### src/rtl/esb_pkg.sv
package esb_pkg;
    parameter int CRC_W    = 10;
    parameter int SLIP_W   = 4;
    parameter int RBE_W    = 10;
    parameter int RTM_W    = 6;
    parameter int FAS_W    = 13;
    parameter int CODE_W   = 16;
    parameter int BUF_W    = 16;
    parameter int ADDR_W   = 8;
    parameter logic [ADDR_W-1:0] CTRL_ADDR = 8'hFF;

    localparam int FAM_CRC  = 0;
    localparam int FAM_SLIP = 1;
    localparam int FAM_RBE  = 2;
    localparam int FAM_RTM  = 3;
    localparam int FAM_FAS  = 4;
    localparam int FAM_CODE = 5;

    function automatic int slot_count(int n);
        return 10 * n;
    endfunction

    function automatic int fam_base(int f, int n);
        case (f)
            FAM_CRC:  return 0;
            FAM_SLIP: return 2 * n;
            FAM_RBE:  return 4 * n;
            FAM_RTM:  return 6 * n;
            FAM_FAS:  return 7 * n;
            default:  return 9 * n;
        endcase
    endfunction

    function automatic int slot_fam(int s, int n);
        if (s < fam_base(FAM_SLIP, n)) return FAM_CRC;
        if (s < fam_base(FAM_RBE, n))  return FAM_SLIP;
        if (s < fam_base(FAM_RTM, n))  return FAM_RBE;
        if (s < fam_base(FAM_FAS, n))  return FAM_RTM;
        if (s < fam_base(FAM_CODE, n)) return FAM_FAS;
        return FAM_CODE;
    endfunction

    function automatic int fam_width(int f);
        case (f)
            FAM_CRC:  return CRC_W;
            FAM_SLIP: return SLIP_W;
            FAM_RBE:  return RBE_W;
            FAM_RTM:  return RTM_W;
            FAM_FAS:  return FAS_W;
            default:  return CODE_W;
        endcase
    endfunction

    function automatic logic [1:0] fam_group(int f);
        case (f)
            FAM_CRC, FAM_SLIP: return 2'b00;
            FAM_RBE, FAM_RTM:  return 2'b01;
            FAM_FAS:           return 2'b10;
            default:           return 2'b11;
        endcase
    endfunction

    function automatic int group_size(logic [1:0] g, int n);
        case (g)
            2'b00:   return 4 * n;
            2'b01:   return 3 * n;
            2'b10:   return 2 * n;
            default: return n;
        endcase
    endfunction
endpackage

### src/rtl/esb_counter.sv
module esb_counter #(
    parameter int W = 10
) (
    input  logic         clk,
    input  logic         rst_n,
    input  logic         evt_i,
    input  logic         snap_i,
    output logic [W-1:0] hold_o
);
    localparam logic [W-1:0] CNT_MAX = '1;

    typedef struct packed {
        logic [W-1:0] cnt;
        logic [W-1:0] hold;
    } cnt_state_t;

    cnt_state_t st_d, st_q;

    always_comb begin
        st_d = st_q;
        if (snap_i) begin
            st_d.hold = st_q.cnt;
            st_d.cnt  = evt_i ? W'(1) : '0;
        end else if (evt_i && (st_q.cnt != CNT_MAX)) begin
            st_d.cnt = st_q.cnt + W'(1);
        end
    end

    always_ff @(posedge clk or negedge rst_n) begin
        if (!rst_n) st_q <= '0;
        else        st_q <= st_d;
    end

    assign hold_o = st_q.hold;

    assert_capture_R5: assert property (@(posedge clk) disable iff (!rst_n)
        snap_i |=> st_q.hold == $past(st_q.cnt));
    assert_clear_R5: assert property (@(posedge clk) disable iff (!rst_n)
        (snap_i && !evt_i) |=> st_q.cnt == '0);
    assert_restart_one_R6: assert property (@(posedge clk) disable iff (!rst_n)
        (snap_i && evt_i) |=> st_q.cnt == W'(1));
    assert_saturate_R7: assert property (@(posedge clk) disable iff (!rst_n)
        (!snap_i && st_q.cnt == CNT_MAX) |=> st_q.cnt == CNT_MAX);
    assert_hold_stable_R9: assert property (@(posedge clk) disable iff (!rst_n)
        !snap_i |=> $stable(st_q.hold));
    assert_increment_R11: assert property (@(posedge clk) disable iff (!rst_n)
        (!snap_i && evt_i && st_q.cnt != CNT_MAX) |=> st_q.cnt == $past(st_q.cnt) + W'(1));
endmodule

### src/rtl/esb_status.sv
module esb_status #(
    parameter int W = 6
) (
    input  logic         clk,
    input  logic         rst_n,
    input  logic         snap_i,
    input  logic [W-1:0] stat_i,
    output logic [W-1:0] hold_o
);
    typedef struct packed {
        logic [W-1:0] hold;
    } stat_state_t;

    stat_state_t st_d, st_q;

    always_comb begin
        st_d = st_q;
        if (snap_i) st_d.hold = stat_i;
    end

    always_ff @(posedge clk or negedge rst_n) begin
        if (!rst_n) st_q <= '0;
        else        st_q <= st_d;
    end

    assign hold_o = st_q.hold;

    assert_status_copy_R10: assert property (@(posedge clk) disable iff (!rst_n)
        snap_i |=> st_q.hold == $past(stat_i));
    assert_status_stable_R9: assert property (@(posedge clk) disable iff (!rst_n)
        !snap_i |=> $stable(st_q.hold));
endmodule

### src/rtl/esb_bus.sv
module esb_bus
    import esb_pkg::*;
#(
    parameter int NCH = 8,
    localparam int NSLOT = slot_count(NCH)
) (
    input  logic                          clk,
    input  logic                          rst_n,
    input  logic                          wr_i,
    input  logic [ADDR_W-1:0]             addr_i,
    input  logic [7:0]                    wdata_i,
    input  logic [NSLOT-1:0][BUF_W-1:0]   bufs_i,
    output logic [NSLOT-1:0]              snap_o,
    output logic [7:0]                    rdata_o
);
    logic ctrl_wr;
    logic unused_code_hi;

    assign ctrl_wr        = wr_i && (addr_i == CTRL_ADDR);
    assign unused_code_hi = ^wdata_i[7:2];

    for (genvar s = 0; s < NSLOT; s++) begin : g_dec
        localparam logic [1:0]        GRP   = fam_group(slot_fam(s, NCH));
        localparam logic [ADDR_W-1:0] MSB_A = ADDR_W'(2 * s + 1);
        assign snap_o[s] = (ctrl_wr && (wdata_i[1:0] == GRP)) || (wr_i && (addr_i == MSB_A));
    end

    always_comb begin
        rdata_o = '0;
        for (int s = 0; s < NSLOT; s++) begin
            if (addr_i[ADDR_W-1:1] == (ADDR_W-1)'(s))
                rdata_o = addr_i[0] ? bufs_i[s][15:8] : bufs_i[s][7:0];
        end
    end

    assert_group_fanout_R3: assert property (@(posedge clk) disable iff (!rst_n)
        ctrl_wr |-> $countones(snap_o) == group_size(wdata_i[1:0], NCH));
    assert_single_snap_R8: assert property (@(posedge clk) disable iff (!rst_n)
        (wr_i && addr_i[0] && !ctrl_wr && (int'(addr_i) < 2 * NSLOT)) |-> $countones(snap_o) == 1);
    assert_lsb_write_idle_R8: assert property (@(posedge clk) disable iff (!rst_n)
        (wr_i && !addr_i[0]) |-> snap_o == '0);
endmodule

### src/rtl/err_snap_bank.sv
module err_snap_bank
    import esb_pkg::*;
#(
    parameter int NCH = 8,
    localparam int NSLOT = slot_count(NCH)
) (
    input  logic                   clk,
    input  logic                   rst_n,
    input  logic [2*NCH-1:0]       crc_err_evt,
    input  logic [2*NCH-1:0]       slip_evt,
    input  logic [2*NCH-1:0]       rbe_evt,
    input  logic [2*NCH-1:0]       fas_err_evt,
    input  logic [NCH-1:0]         code_err_evt,
    input  logic [RTM_W*NCH-1:0]   rtm_status,
    input  logic                   bus_wr,
    input  logic [ADDR_W-1:0]      bus_addr,
    input  logic [7:0]             bus_wdata,
    output logic [7:0]             bus_rdata
);
    logic [NSLOT-1:0]            snap;
    logic [NSLOT-1:0][BUF_W-1:0] bufs;

    esb_bus #(.NCH(NCH)) u_bus (
        .clk     (clk),
        .rst_n   (rst_n),
        .wr_i    (bus_wr),
        .addr_i  (bus_addr),
        .wdata_i (bus_wdata),
        .bufs_i  (bufs),
        .snap_o  (snap),
        .rdata_o (bus_rdata)
    );

    for (genvar s = 0; s < NSLOT; s++) begin : g_slot
        localparam int FAM = slot_fam(s, NCH);
        localparam int IDX = s - fam_base(FAM, NCH);
        localparam int W   = fam_width(FAM);

        if (FAM == FAM_RTM) begin : g_stat
            logic [W-1:0] hold;
            esb_status #(.W(W)) u_stat (
                .clk    (clk),
                .rst_n  (rst_n),
                .snap_i (snap[s]),
                .stat_i (rtm_status[IDX*RTM_W +: RTM_W]),
                .hold_o (hold)
            );
            assign bufs[s] = BUF_W'(hold);
        end else begin : g_cnt
            logic         ev;
            logic [W-1:0] hold;
            if (FAM == FAM_CRC) begin : g_ev
                assign ev = crc_err_evt[IDX];
            end else if (FAM == FAM_SLIP) begin : g_ev
                assign ev = slip_evt[IDX];
            end else if (FAM == FAM_RBE) begin : g_ev
                assign ev = rbe_evt[IDX];
            end else if (FAM == FAM_FAS) begin : g_ev
                assign ev = fas_err_evt[IDX];
            end else begin : g_ev
                assign ev = code_err_evt[IDX];
            end
            esb_counter #(.W(W)) u_cnt (
                .clk    (clk),
                .rst_n  (rst_n),
                .evt_i  (ev),
                .snap_i (snap[s]),
                .hold_o (hold)
            );
            assign bufs[s] = BUF_W'(hold);
        end
    end
endmodule

### config.mk
export PLATFORM = sky130hd
export DESIGN_NAME = err_snap_bank
export DESIGN_NICKNAME = d
export VERILOG_FILES = /design/src/rtl/esb_pkg.sv /design/src/rtl/esb_counter.sv /design/src/rtl/esb_status.sv /design/src/rtl/esb_bus.sv /design/src/rtl/err_snap_bank.sv
export SDC_FILE = /design/constraint.sdc
export NUM_CORES = 2
export LEC_CHECK = 0
export BUFFER_PORTS_ARGS = -buffer_cell sky130_fd_sc_hd__buf_2
export CORE_ASPECT_RATIO = 1.4
export CORE_MARGIN = 2
export CORE_UTILIZATION = 30
export DETAILED_ROUTE_END_ITERATION = 6
export GPL_TIMING_DRIVEN = 0
export SKIP_LAST_GASP = 1
export SLEW_MARGIN = 25
export SYNTH_ARGS = -nofsm -noshare
export SYNTH_HDL_FRONTEND = slang
export SYNTH_SLANG_ARGS = --single-unit
### constraint.sdc
create_clock -name clk -period 4.8 [get_ports clk]
set_input_delay 0.48 -clock clk [delete_from_list [all_inputs] [get_ports clk]]
set_output_delay 0.48 -clock clk [all_outputs]
set_load 0.005 [all_outputs]
# [Yosys cells after proc, flatten, opt, wreduce, memory -nomap -nowiden]
# Index checks and enable logic that the tools add are counted.
[totals] reg_bits=1488 wordCells=1146
[op_classes] n_addsub=72 eq_ne=235 mux=376 reduce_logical=311
[ops] cell="two-way mux 8 bit" n=136
[ops] cell="two-way mux 10 bit" n=64
[ops] cell="two-way mux 13 bit" n=32
[ops] cell="adder 10 x 1 -> 10 bit (second input constant)" n=32
[ops] cell="!= test 10 bit (second input constant)" n=32
[ops] cell="equality test 8 x 7 -> 1 bit (second input constant)" n=32
[ops] cell="two-way mux 16 bit" n=16
[ops] cell="equality test 7 x 6 -> 1 bit (second input constant)" n=32
[ops] cell="adder 13 x 1 -> 13 bit (second input constant)" n=16
[ops] cell="!= test 13 bit (second input constant)" n=16
[ops] cell="two-way mux 4 bit" n=48
[ops] cell="logical AND 1 bit" n=157
[ops] cell="nonzero test 2 bit" n=72
[ops] cell="equality test 8 bit (second input constant)" n=17
[ops] cell="adder 16 x 1 -> 16 bit (second input constant)" n=8
[ops] cell="equality test 8 x 6 -> 1 bit (second input constant)" n=16
[ops] cell="!= test 16 bit (second input constant)" n=8
[ops] cell="equality test 7 x 5 -> 1 bit (second input constant)" n=16
[ops] cell="equality test 7 bit (second input constant)" n=16
[ops] cell="logical OR 1 bit" n=80
[ops] cell="two-way mux 1 bit" n=72
[ops] cell="adder 4 x 1 -> 4 bit (second input constant)" n=16
[ops] cell="equality test 8 x 5 -> 1 bit (second input constant)" n=8
[ops] cell="!= test 4 bit (second input constant)" n=16
[ops] cell="other kinds (13)" n=36

# [Longest topological paths before layout]
[logic_depth] ltp_word=81 ltp_mapped=13 depth_no_buf=9

# [Modules after synthesis]
# From an unflattened synthesis, not the netlist that was laid out.
[unflattened] hier_cells=8647 hier_area_um2=91087.4
[by_module_without_submodules] module="esb_counter (g_slot[0].g_cnt.u_cnt ...)" n_inst=29 cells_each=88 area_each_um2=1049.8 seq_area_each_um2=500.5
[by_module_without_submodules] module="esb_counter (g_slot[56].g_cnt.u_cnt ...)" n_inst=16 cells_each=114 area_each_um2=1300.0 seq_area_each_um2=650.6
[by_module_without_submodules] module="esb_bus" n_inst=1 cells_each=2106 area_each_um2=15302.2 seq_area_each_um2=0.0
[by_module_without_submodules] module="esb_counter (g_slot[72].g_cnt.u_cnt ...)" n_inst=8 cells_each=155 area_each_um2=1645.3 seq_area_each_um2=800.8
[by_module_without_submodules] module="esb_counter (g_slot[16].g_cnt.u_cnt ...)" n_inst=16 cells_each=35 area_each_um2=397.9 seq_area_each_um2=200.2
[by_module_without_submodules] module="esb_status" n_inst=8 cells_each=13 area_each_um2=251.5 seq_area_each_um2=150.1
[by_module_without_submodules] module="esb_counter (g_slot[7].g_cnt.u_cnt ...)" n_inst=2 cells_each=86 area_each_um2=999.7 seq_area_each_um2=500.5
[by_module_without_submodules] module="esb_counter (g_slot[8].g_cnt.u_cnt)" n_inst=1 cells_each=88 area_each_um2=998.5 seq_area_each_um2=500.5
[by_module_without_submodules] module="err_snap_bank" n_inst=1 cells_each=1 area_each_um2=3.8 seq_area_each_um2=0.0

# [Least setup slack after synthesis]
# No wires, ideal clock.
[synth_timing] path_type="input -> output" startpoint="in bus_addr[2]" endpoint="out bus_rdata[5]" arrival_ns=2.394 required_ns=4.320 setup_slack_ns=1.926 cell_stages=10 path_cell_list="buf_2 > buf_4 > buf_4 > clkbuf_1 > buf_1 > mux4_2 > a32oi_1 > a21oi_1 > nor4_1 > o21ai_1"
[synth_via] elab_chain_cells=81 word_cells_on_any_way=160 cone_classes="79 x eq/ne; 80 x mux; 1 x reduce/logical"
[synth_lines] element="start: declaration" line_no="err_snap_bank.sv:16" rtl="input logic [ADDR_W-1:0] bus_addr,"
[synth_lines] element="zero test 7 bit" line_no="esb_bus.sv:31" rtl="if (addr_i[ADDR_W-1:1] == (ADDR_W-1)'(s))"
[synth_lines] element="two-way mux 8 bit (79 in a row)" line_no="esb_bus.sv:31"
[synth_lines] element="two-way mux 8 bit (*)" line_no="esb_bus.sv:31"
[synth_lines] element="end: declaration" line_no="err_snap_bank.sv:18" rtl="output logic [7:0] bus_rdata"
# Mark *: on every way between the ends. The rest lies on a longest branch, timed or not.

# [Final worst setup path]
[layout_timing] startpoint="in bus_addr[2]" endpoint="out bus_rdata[1]"
# The elaborated chain is that of the path after synthesis.

==> impl_results.rst <==
.. list-table::
   :header-rows: 1

   * - Metric
     - Value
   * - Result of the run
     - finished with violations
   * - Violations in the final reports
     - DRC, setup timing
   * - Sink of the worst hold path
     - g_slot[65].g_cnt.u_cnt.st_q[13]
   * - Post-route DRC
     - 97
   * - Area growth syn-to-layout
     - 16.5%
   * - Reg2Reg Depth
     - 8
   * - CTS H-tree depth
     - 4
   * - Starting Density
     - 30.2%
   * - Dominant combinational cell family by area after synthesis
     - multiplexers
   * - Crit path max-delay cell type
     - a221oi_1
   * - Number of nets in the synthesized netlist
     - 6802
   * - DRT antenna net count
     - 0
   * - Worst slew margin relative to its limit
     - 20.2%
   * - Data arrival time at the worst-slack endpoint
     - 4.66 ns
   * - Most frequent cells in the layout
     - dfrtp_1, mux2_2, nor2_1
   * - Final Max Tran Viols
     - 0
   * - Area of the core
     - 238000 um^2
   * - Count of clock tree sinks
     - 1488
   * - Simple-gate share of the synthesized area
     - 13.8%
   * - Synthesized-area fraction occupied by ao, oa, aoi and oai cells
     - 9.83%
   * - Max capacitance violation total
     - 0
   * - Xor and xnor fraction of the mapped netlist area
     - 5.36%
   * - Register-to-register setup slack
     - 2.13 ns
   * - Cell breakdown of the critical path
     - buf_2 -> buf_4 -> buf_4 -> nand2_2 -> nor2_1 -> a32oi_1 -> a221oi_1 -> o22ai_1 -> a21oi_1 -> o41ai_4 -> nand3_1 -> buf_2
   * - Maximum vdd ir drop
     - 327 uV
   * - Post-synth EDFFs
     - 0
   * - WL/cell
     - 26.2 um
   * - Mean area per synthesized cell
     - 10.9 um^2
   * - Die X
     - 417 um
   * - Sequential share of the synthesized area
     - 51.9%
   * - Pin count of the biggest net entering global routing
     - 133
   * - Height of the die
     - 583 um
   * - Setup clock skew after layout
     - 0.0712 ns
   * - Vias in the first global route
     - 56.0k
   * - Row count
     - 212
   * - Total Neg Setup Slack
     - -1.20 ns
   * - Final GP Congestion
     - 1.02
   * - Kind of start point of the critical path
     - input port
   * - CTS max path bufs
     - 4
   * - Count of placed standard cells in the final layout, fillers left out
     - 10.3k
   * - Placement Cell Area
     - 76800 um^2
   * - Largest fanout on the critical path
     - 10
   * - Combined global-route utilization of all metal layers
     - 21.7%
   * - Post-DR vias/cell
     - 5.44
   * - Final Worst Setup Slack
     - -0.340 ns
   * - Stage delay of the slowest cell on the critical path
     - 0.78 ns
   * - Hold Vio Cnt, Final
     - 0
   * - Initial antenna violation count
     - 31
   * - Yosys warning total
     - 0
   * - TritonCTS clock tree
     - yes
   * - Total length of routed wires
     - 269000 um
   * - Root Buffer
     - clkbuf_16
   * - Via count
     - 55.8k
   * - Total Die Area
     - 243000 um^2
   * - Worst-Skew Late Latency
     - 0.85 ns
   * - Global-route wire length before repair
     - 388000 um
   * - Number of distinct standard cells referenced by the synthesized netlist
     - 103
   * - Most area-hungry cell type in the Yosys netlist
     - dfrtp_1
   * - Mux share of post-synthesis cell area
     - 15.3%
   * - Final period util
     - 107%
   * - Cell area after layout
     - 83600 um^2
   * - Tmin final
     - 5.14 ns
   * - Worst setup path category
     - in2out
   * - Fillcell total
     - 23.5k
   * - Nets
     - 7233
   * - Reg-to-Reg Start
     - g_slot[69].g_cnt.u_cnt.st_q[16]
   * - Fraction of synthesis flops using an asynchronous set or reset pin
     - 100%
   * - Sum of overflow across all layers after global routing
     - 0
   * - WHS Path Cells
     - 3
   * - Synth area leaders
     - dfrtp_1, mux2_2, xor2_1
   * - Number of cells produced by synthesis
     - 6591
   * - Req. time, crit path
     - 4.32 ns
   * - # IOs
     - 147
   * - Pwr Density
     - 420 nW/um^2
   * - Worst path top cell family by delay
     - compound AO/OA/AOI/OAI gates
   * - RSZ-0062 raised after global routing
     - true
   * - Power after layout
     - 35.1 mW
   * - Inst Count DP
     - 9852
   * - Post-Syn Area
     - 71700 um^2
   * - Most common cell after layout, fill and taps aside
     - dfrtp_1
   * - Number of failing setup endpoints in the final timing report
     - 7
   * - Peak clock frequency supported by timing
     - 195 MHz
   * - CP Capture Type
     - output port
   * - Leading register cell type out of synthesis
     - dfrtp_1
   * - Min-Delay Startpoint
     - fas_err_evt[9]
   * - Number of detailed-route iterations in the first pass
     - 7
   * - Leak
     - 37.4 nW
   * - Type of the tightest min-delay check
     - in2reg
   * - Bufs and invs on worst path
     - 4
   * - Number of I/O port buffers
     - 138
   * - Worst slew pin tran
     - 1.19 ns
   * - Fraction of final layout cells sized beyond drive strength 1
     - 21.0%
   * - Count of routing violations after the opening detailed-route iteration
     - 4830
   * - Post-synthesis share of cell area spent on full adders, half adders and majority gates
     - 1.26%
   * - Total CTS buffers
     - 156
   * - Pre-CTS setup slack
     - -1.70 ns
   * - Register bit count reported by yosys
     - 1488
   * - Clock transition at the registers of the reported paths
     - 0.06 ns
   * - Sum of net half-perimeters after detailed placement
     - 201000 um
   * - Yosys top cell area share
     - 51.9%
   * - Worst R2R End
     - g_slot[69].g_cnt.u_cnt.st_q[20]
[area by class of cell]
class	count	area (um^2)	area share, %
antenna	21	52.6	0.0629
timing repair buffer	276	2330	2.79
inverter	78	293	0.350
sequential	1488	37200	44.6
clock buffer	217	4460	5.34
multi-input combinational	4710	32900	39.4
clock inverter	54	622	0.744
buffer	312	1720	2.06
tap	3103	3880	4.65
[power by group]
group	switching [mW]	internal, mW	leakage, nW
sequential	2.34	14.5	19.9
clock	5.28	7.10	2.51
combinational	3.37	2.45	15.0
total	11.0	24.1	37.4
[layer usage]
metal | GRT usage (%) | routed length (um) | vias up
met5 | 0.0199 | 49 | -
met4 | 19.4 | 28100 | 8
met3 | 4.48 | 17900 | 861
met2 | 35.0 | 125000 | 2228
met1 | 24.3 | 97900 | 28200
li1 | - | - | 24500
[how the worst max path moves through the flow]
stage           startpoint                         endpoint  slack [ns]  cells after the start
4_1_cts        bus_addr[0]                     bus_rdata[3]       -0.06                     12
3_3_place_gp         rst_n  g_slot[60].g_cnt.u_cnt.st_q[20]      -29.78                      1
3_5_place_dp   bus_addr[0]                     bus_rdata[3]       -1.70                     12
2_1_floorplan  bus_addr[2]                     bus_rdata[5]        1.93                     10
6_report       bus_addr[2]                     bus_rdata[1]       -0.34                     12
5_1_grt        bus_addr[2]                     bus_rdata[1]       -0.10                     12
[logic make-up (layout without fill, tap and decap cells)]
family | after synthesis | in the layout
and+or+nand+nor | 2070 | 2070
DFF | 1488 | 1488
AOI/OAI and AO/OA | 1133 | 1133
muxes | 996 | 996
xor gates and xnor gates | 439 | 439
buffers and inverters | 393 | 937
adders and majority gates | 72 | 72
other | 0 | 21
[Yosys cell counts (11+ instances only)]
library cell	instances
a211oi_1	20
a21oi_1	332
a221oi_1	19
a222oi_1	11
a22o_1	18
a22oi_1	71
a31oi_1	36
a32oi_1	17
a41oi_1	16
and2_1	29
and3_1	68
and4_1	23
buf_2	145
buf_4	42
clkbuf_1	112
dfrtp_1	1488
ha_1	72
inv_1	75
mux2_2	756
mux2i_1	235
nand2_1	582
nand3_1	207
nand4_1	211
nor2_1	615
nor2b_1	14
nor3_1	67
nor4_1	17
o211ai_1	13
o21a_1	32
o21ai_0	340
o21ai_1	34
o21ai_2	31
o22ai_1	32
o31ai_1	11
or3_1	163
xnor2_1	126
xor2_1	313
[worst min-delay path: cells and delay by family]
kind	cells	cell delay, ns
buffers and inverters	2	0.24
AOI/OAI and AO/OA	1	0.07
[flip-flops by register name, indices dropped and copies added, names as in the netlist]
signal                       count
g_slot.g_stat.u_stat.hold_o     48
g_slot.g_cnt.u_cnt.hold_o      720
g_slot.g_cnt.u_cnt.st_q        720
[through the flow]
| step | hold WS [ns] | utilization, % |
|---|---|---|
| after CTS | 0.000611 | 35.0 |
| after detailed placement | 0.421 | 32.3 |
| after floorplan | 0.184 | - |
| after global placement | 0.448 | 32.1 |
| after global routing | 0.0198 | 35.1 |
| final | 0.00909 | 35.1 |
[repair_timing]
action | in CTS | in global routing
hold buffers | 115 | 1
gates resized for setup | 78 | 23
cloned | 0 | 0
setup endpoints to repair | 8 | 6
hold endpoints to repair | 208 | 1
buffers inserted | 0 | 1
pin swaps | 5 | 3
Note: power is estimated with default switching activity, not from simulation.
